--- src/rtl/intc_pkg.sv ---
package intc_pkg;
  localparam int DATA_W   = 32;
  localparam int PERIPH_N = 11;
  localparam int ADDR_W   = 4;
  localparam int PATHS    = 2;   // 0: normal, 1: fast
  localparam int SW_BIT   = 1;
  localparam int ANY_BIT  = 0;
  localparam int ON_CHIP_N = 10; // sources packed from bit 2 upward
  localparam int EXT_POS  = 13;

  localparam logic [ADDR_W-1:0] A_IRQ_RAW  = 4'd0;
  localparam logic [ADDR_W-1:0] A_IRQ_SET  = 4'd1;
  localparam logic [ADDR_W-1:0] A_IRQ_CLR  = 4'd2;
  localparam logic [ADDR_W-1:0] A_IRQ_STAT = 4'd3;
  localparam logic [ADDR_W-1:0] A_FIQ_RAW  = 4'd4;
  localparam logic [ADDR_W-1:0] A_FIQ_SET  = 4'd5;
  localparam logic [ADDR_W-1:0] A_FIQ_CLR  = 4'd6;
  localparam logic [ADDR_W-1:0] A_FIQ_STAT = 4'd7;
  localparam logic [ADDR_W-1:0] A_SW_TRIG  = 4'd8;

  function automatic int srcPos(input int idx);
    return (idx < ON_CHIP_N) ? idx + 2 : EXT_POS;
  endfunction

  function automatic logic [DATA_W-1:0] buildMask();
    logic [DATA_W-1:0] m;
    m = '0;
    for (int i = 0; i < PERIPH_N; i++) m[srcPos(i)] = 1'b1;
    return m;
  endfunction

  localparam logic [DATA_W-1:0] EN_MASK = buildMask();

  typedef struct packed {
    logic [PATHS-1:0] enSet;
    logic [PATHS-1:0] enClr;
    logic             swWr;
  } strobe_t;
endpackage

--- src/rtl/intc_ctrl.sv ---
module intc_ctrl
  import intc_pkg::*;
(
  input  logic              busSel,
  input  logic              busWr,
  input  logic [ADDR_W-1:0] busAddr,
  output strobe_t           stb
);
  logic wrEn;
  assign wrEn = busSel && busWr;

  always_comb begin
    stb          = '0;
    stb.enSet[0] = wrEn && (busAddr == A_IRQ_SET);
    stb.enSet[1] = wrEn && (busAddr == A_FIQ_SET);
    stb.enClr[0] = wrEn && (busAddr == A_IRQ_CLR);
    stb.enClr[1] = wrEn && (busAddr == A_FIQ_CLR);
    stb.swWr     = wrEn && (busAddr == A_SW_TRIG);
  end
endmodule

--- src/rtl/intc_datapath.sv ---
module intc_datapath
  import intc_pkg::*;
(
  input  logic                clk,
  input  logic                rstN,
  input  logic [PERIPH_N-1:0] periphReq,
  input  strobe_t             stb,
  input  logic [ADDR_W-1:0]   busAddr,
  input  logic [DATA_W-1:0]   busWdata,
  output logic [DATA_W-1:0]   busRdata,
  output logic                irqOut,
  output logic                fiqOut,
  output logic [DATA_W-1:0]   irqEnQ,
  output logic [DATA_W-1:0]   fiqEnQ,
  output logic [DATA_W-1:0]   rawVec
);
  logic [PATHS-1:0][DATA_W-1:0] enQ;
  logic [PATHS-1:0][DATA_W-1:0] stat;
  logic [PATHS-1:0]             outQ;
  logic                         swQ;
  logic [DATA_W-1:0]            rawSrc;
  logic [DATA_W-1:0]            wrBits;

  assign wrBits = busWdata & EN_MASK;

  always_comb begin
    rawSrc = '0;
    for (int i = 0; i < PERIPH_N; i++) rawSrc[srcPos(i)] = periphReq[i];
    rawSrc[SW_BIT] = swQ;
  end

  always_ff @(posedge clk or negedge rstN) begin
    if (!rstN)         swQ <= 1'b0;
    else if (stb.swWr) swQ <= busWdata[SW_BIT];
  end

  for (genvar p = 0; p < PATHS; p++) begin : g_path
    always_ff @(posedge clk or negedge rstN) begin
      if (!rstN)               enQ[p] <= '0;
      else if (stb.enSet[p])   enQ[p] <= enQ[p] | wrBits;
      else if (stb.enClr[p])   enQ[p] <= enQ[p] & ~wrBits;
    end

    assign stat[p] = rawSrc & enQ[p];

    always_ff @(posedge clk or negedge rstN) begin
      if (!rstN) outQ[p] <= 1'b0;
      else       outQ[p] <= |stat[p];
    end
  end

  always_comb begin
    busRdata = '0;
    case (busAddr)
      A_IRQ_RAW:  busRdata = rawSrc;
      A_IRQ_SET:  busRdata = enQ[0];
      A_IRQ_STAT: busRdata = stat[0];
      A_FIQ_RAW:  busRdata = rawSrc | {{(DATA_W-1){1'b0}}, |rawSrc};
      A_FIQ_SET:  busRdata = enQ[1];
      A_FIQ_STAT: busRdata = stat[1] | {{(DATA_W-1){1'b0}}, |stat[1]};
      A_SW_TRIG:  busRdata[SW_BIT] = swQ;
      default:    busRdata = '0;
    endcase
  end

  assign irqOut = outQ[0];
  assign fiqOut = outQ[1];
  assign irqEnQ = enQ[0];
  assign fiqEnQ = enQ[1];
  assign rawVec = rawSrc;
endmodule

--- src/rtl/intc_dual_path.sv ---
module intc_dual_path
  import intc_pkg::*;
(
  input  logic                clk,
  input  logic                rstN,
  input  logic [PERIPH_N-1:0] periphReq,
  input  logic                busSel,
  input  logic                busWr,
  input  logic [ADDR_W-1:0]   busAddr,
  input  logic [DATA_W-1:0]   busWdata,
  output logic [DATA_W-1:0]   busRdata,
  output logic                irqOut,
  output logic                fiqOut
);
  strobe_t           stb;
  logic [DATA_W-1:0] irqEnQ;
  logic [DATA_W-1:0] fiqEnQ;
  logic [DATA_W-1:0] rawVec;

  intc_ctrl u_ctrl (
    .busSel (busSel),
    .busWr  (busWr),
    .busAddr(busAddr),
    .stb    (stb)
  );

  intc_datapath u_dp (
    .clk      (clk),
    .rstN     (rstN),
    .periphReq(periphReq),
    .stb      (stb),
    .busAddr  (busAddr),
    .busWdata (busWdata),
    .busRdata (busRdata),
    .irqOut   (irqOut),
    .fiqOut   (fiqOut),
    .irqEnQ   (irqEnQ),
    .fiqEnQ   (fiqEnQ),
    .rawVec   (rawVec)
  );
endmodule

--- config.mk ---
export PLATFORM = sky130hd
export DESIGN_NAME = intc_dual_path
export DESIGN_NICKNAME = d
export VERILOG_FILES = /design/src/rtl/intc_pkg.sv /design/src/rtl/intc_ctrl.sv /design/src/rtl/intc_datapath.sv /design/src/rtl/intc_dual_path.sv
export SDC_FILE = /design/constraint.sdc
export NUM_CORES = 1
export LEC_CHECK = 0
export BUFFER_PORTS_ARGS = -buffer_cell sky130_fd_sc_hd__buf_2
export CAP_MARGIN = 10
export CORE_MARGIN = 10
export CORE_UTILIZATION = 25
export CTS_BUF_LIST = sky130_fd_sc_hd__clkbuf_4
export CTS_CLUSTER_DIAMETER = 40
export DETAILED_ROUTE_END_ITERATION = 12
export HOLD_SLACK_MARGIN = 0.03
export PLACE_DENSITY = 0.47
export SLEW_MARGIN = 20
export SYNTH_ARGS = -nofsm -noshare
export SYNTH_HDL_FRONTEND = slang
export SYNTH_SLANG_ARGS = --single-unit
--- constraint.sdc ---
create_clock -name clk -period 2.9 [get_ports clk]
set_input_delay 0.87 -clock clk [delete_from_list [all_inputs] [get_ports clk]]
set_output_delay 0.87 -clock clk [all_outputs]
set_load 0.05 [all_outputs]
==> impl_results.rst <==
.. list-table::
   :header-rows: 1

   * - Metric
     - Value
   * - Worst hold-check path type
     - in2async
   * - Slew margin rel.
     - a little under two thirds
   * - Worst-case clock buffer depth
     - 2
   * - Power per cell area
     - approximately 500 nW/um2
   * - Fmax
     - between 300 and 400 MHz
   * - Clock Skews
     - about 0.0026 ns
   * - H-tree depth
     - 1
   * - Detailed placer's ending HPWL
     - roughly 4.5 mm
   * - Buffers added on ports
     - 45
   * - RSZ-0062 raised after global routing
     - true
   * - Via density
     - around 5.1
   * - Library cell contributing the largest single delay on the critical path
     - a41o_1
   * - Number of top-level pins
     - 85
   * - Die span in x
     - 101 um
   * - Worst-Margin Slew
     - between 0.5 and 0.6 ns
   * - Total of max-cap violations
     - 0
   * - Number of antenna violations at the first check in global routing
     - 0
   * - Initial cell density of the core
     - roughly a quarter
   * - Most frequent standard cell in the layout excluding fill and tap cells
     - buf_2
   * - Overall fraction of global-route tracks in use
     - approximately 11%
   * - # rows
     - 29
   * - Unique masters post-synth
     - 28
   * - Chain of cells forming the critical path
     - buf_6 -> a22o_1 -> a221oi_2 -> and3_1 -> nand2_2 -> a41o_1 -> buf_6
   * - IR drop worst, VDD
     - around 0.18 mV
   * - Part of the Yosys area used for sequential elements
     - between 30 and 40%
   * - Endpoint class of the critical path
     - primary output
   * - Number of instances in the synthesized netlist
     - between 150 and 200
   * - Post-cts hold buffer count
     - 0
   * - Height of the die
     - 101 um
   * - N_diodes
     - 0
   * - Share of the synthesized area in the top cell type
     - ~39%
   * - Final weighted congestion in routability-driven placement
     - around 0.79
   * - Final total power
     - ~1100 uW
   * - Worst setup slack after layout
     - -0.0146 ns
   * - Proportion of layout cells with a drive suffix above 1
     - between 30% and 40%
   * - Number of warnings reported in the yosys synthesis log
     - 0
   * - Clock tree from TritonCTS
     - done
   * - Growth of design area from synthesis to finish
     - 31.4%
   * - Flip-flop and latch count after synthesis
     - 25
   * - Synth top area cells
     - dfrtp_1 (39%), a22o_1 (13%), buf_4 (9.7%)
   * - Per-instance average area after synthesis
     - about 9 um2
   * - Area inside the core boundary
     - about 6300 um2
   * - Drt wl/cell
     - ~18 um
   * - Overflow left after global routing
     - 0
   * - Data arrival time at the worst-slack endpoint
     - about 2.0 ns
   * - Residual DRC
     - 0
   * - Final wirelength
     - 5.77 mm
   * - Wire length of the first global-routing pass
     - approximately 9.1 mm
   * - Root cell of the clock tree
     - clkbuf_4
   * - Via count of the first global-routing pass
     - approximately 1700
   * - Max stage delay on crit path
     - 0.27 ns
   * - Setup CP Type
     - in2out
   * - Clock buffer count from CTS
     - 3
   * - Pre-antenna DRT Iters
     - 4
   * - Source-to-sink clock delay at the later pin of the worst-skew pair
     - ~0.31 ns
   * - Required arrival time at the worst endpoint
     - between 2 and 2.5 ns
   * - Vias post-DR
     - 1600
   * - Cell type with the largest total area after synthesis
     - dfrtp_1
   * - Placed inst area
     - around 2000 um2
   * - Seq. cell area
     - 626 um2
   * - Startpoint type of the worst setup path
     - primary input
   * - Largest net degree at the start of global routing
     - 26
   * - Post-layout min period
     - roughly 3 ns
   * - Design area
     - approximately 2100 um2
   * - Fill count
     - 700
   * - Total standard cell area after synthesis
     - 1620 um2
   * - Most frequent cells in the layout
     - buf_2 (42), nand2_1 (38), dfrtp_1 (25), a22o_1 (24), buf_4 (22)
   * - Die area
     - between 10000 and 15000 um2
   * - Final setup fails
     - 1
   * - Leakage component of the power
     - approximately 0.00098 uW
   * - Number of max-slew violations in the final report
     - 0
   * - Post-route clock period utilization
     - 101%
   * - Layout Nets
     - 291
   * - Antenna Nets Post-Route
     - 0
   * - Starting DRT DRC Count
     - 80
   * - Failing checks
     - setup timing
   * - Number of sinks handled by clock tree synthesis
     - 25
   * - Fin. Hold Viols
     - 0
   * - Run status
     - complete, but fails checks
   * - Most prevalent standard cell on the critical path
     - buf_6
   * - Area taken by multi-input logic gates
     - 947 um2
   * - Critical Path Fanout Max
     - 2
   * - Clock-pin slew reported for the worst setup and hold paths after clock tree synthesis
     - about 0.14 ns
==> routing by layer <==
| metal | up-vias | track usage (%) | share of wire [%] |
|---|---|---|---|
| li1 | 760 | - | - |
| met1 | 770 | 14.3 | 45 |
| met2 | 64 | 18.2 | 47 |
| met3 | 6 | 2.61 | 6.2 |
| met4 | 0 | 2.93 | 1.0 |
| met5 | - | 0 | 0 |
==> final timing paths <==
check / start / endpoint / slack, ns / cells past startpoint
min in group clk: flop / flop / 0.56 / 1
min: rstN / async pin / 0.51 / 1
max reg2reg: flop / u_dp.fiqOut / 1.30 / 7
min reg2reg: flop / flop / 0.56 / 1
max: periphReq[6] / busRdata[0] / -0.01 / 7
max in group asynchronous: rstN / async pin / 2.03 / 1
==> timing repair <==
action	in CTS	in global routing
cloned	0	0
endpoints found under the setup margin	1	1
gates resized for setup	5	2
pin swaps	3	2
setup buffers	1	1
==> per-stage QoR <==
step	setup WS [ns]	hold WS [ns]	setup TNS (ns)	util (%)	cells
after floorplan	-0.224	0.486	-0.624	-	195
after global placement	-0.147	0.525	-0.147	32.5	310
after detailed placement	-0.138	0.523	-0.138	32.5	310
after CTS	-0.00105	0.531	-0.00105	33.5	315
after global routing	-0.0549	0.543	-0.0549	33.7	316
final	-0.0146	0.513	-0.0146	33.7	316
==> cells by family after synthesis <==
group	share of synthesized area (%)
buffers and inverters	11.5
other	0.231
AND/OR/NAND/NOR	20.5
AO/OA/AOI/OAI	28.0
XOR/XNOR	0.541
flip-flops	38.6
multiplexers	0.695
==> report_power, final <==
part	leakage, uW	internal (uW)	switching (uW)
Clock	0.0000184	63.1	106
Combinational	0.000645	164	257
Sequential	0.000320	419	65.1
==> final cells by class <==
type,count,share of cell area (%)
Clock buffer,4,1.41
Multi-Input combinational cell,142,44.5
Sequential cell,25,29.4
Tap cell,77,4.53
Timing Repair Buffer,68,20.2
==> cells in the mapped netlist (all sizes together) <==
cell	number
a22oi	4
or2b	1
nand2	39
o22ai	11
buf	23
dfrtp	25
nor2b	1
a41o	1
conb	1
nor2	1
nor4b	1
clkbuf	5
nand3	1
a22o	24
nor3	2
a222oi	2
xnor2	1
nor4	4
mux2	1
and2b	1
and3	4
a32oi	11
nor3b	1
nand2b	10
a221oi	2
==> worst max-delay path: cells and delay by family <==
kind	cells	cell delay (ns)
AO/OA/AOI/OAI	3	0.64
AND/OR/NAND/NOR	2	0.28
buffers and inverters	2	0.25
No activity file was read; power rests on OpenSTA's default activity.
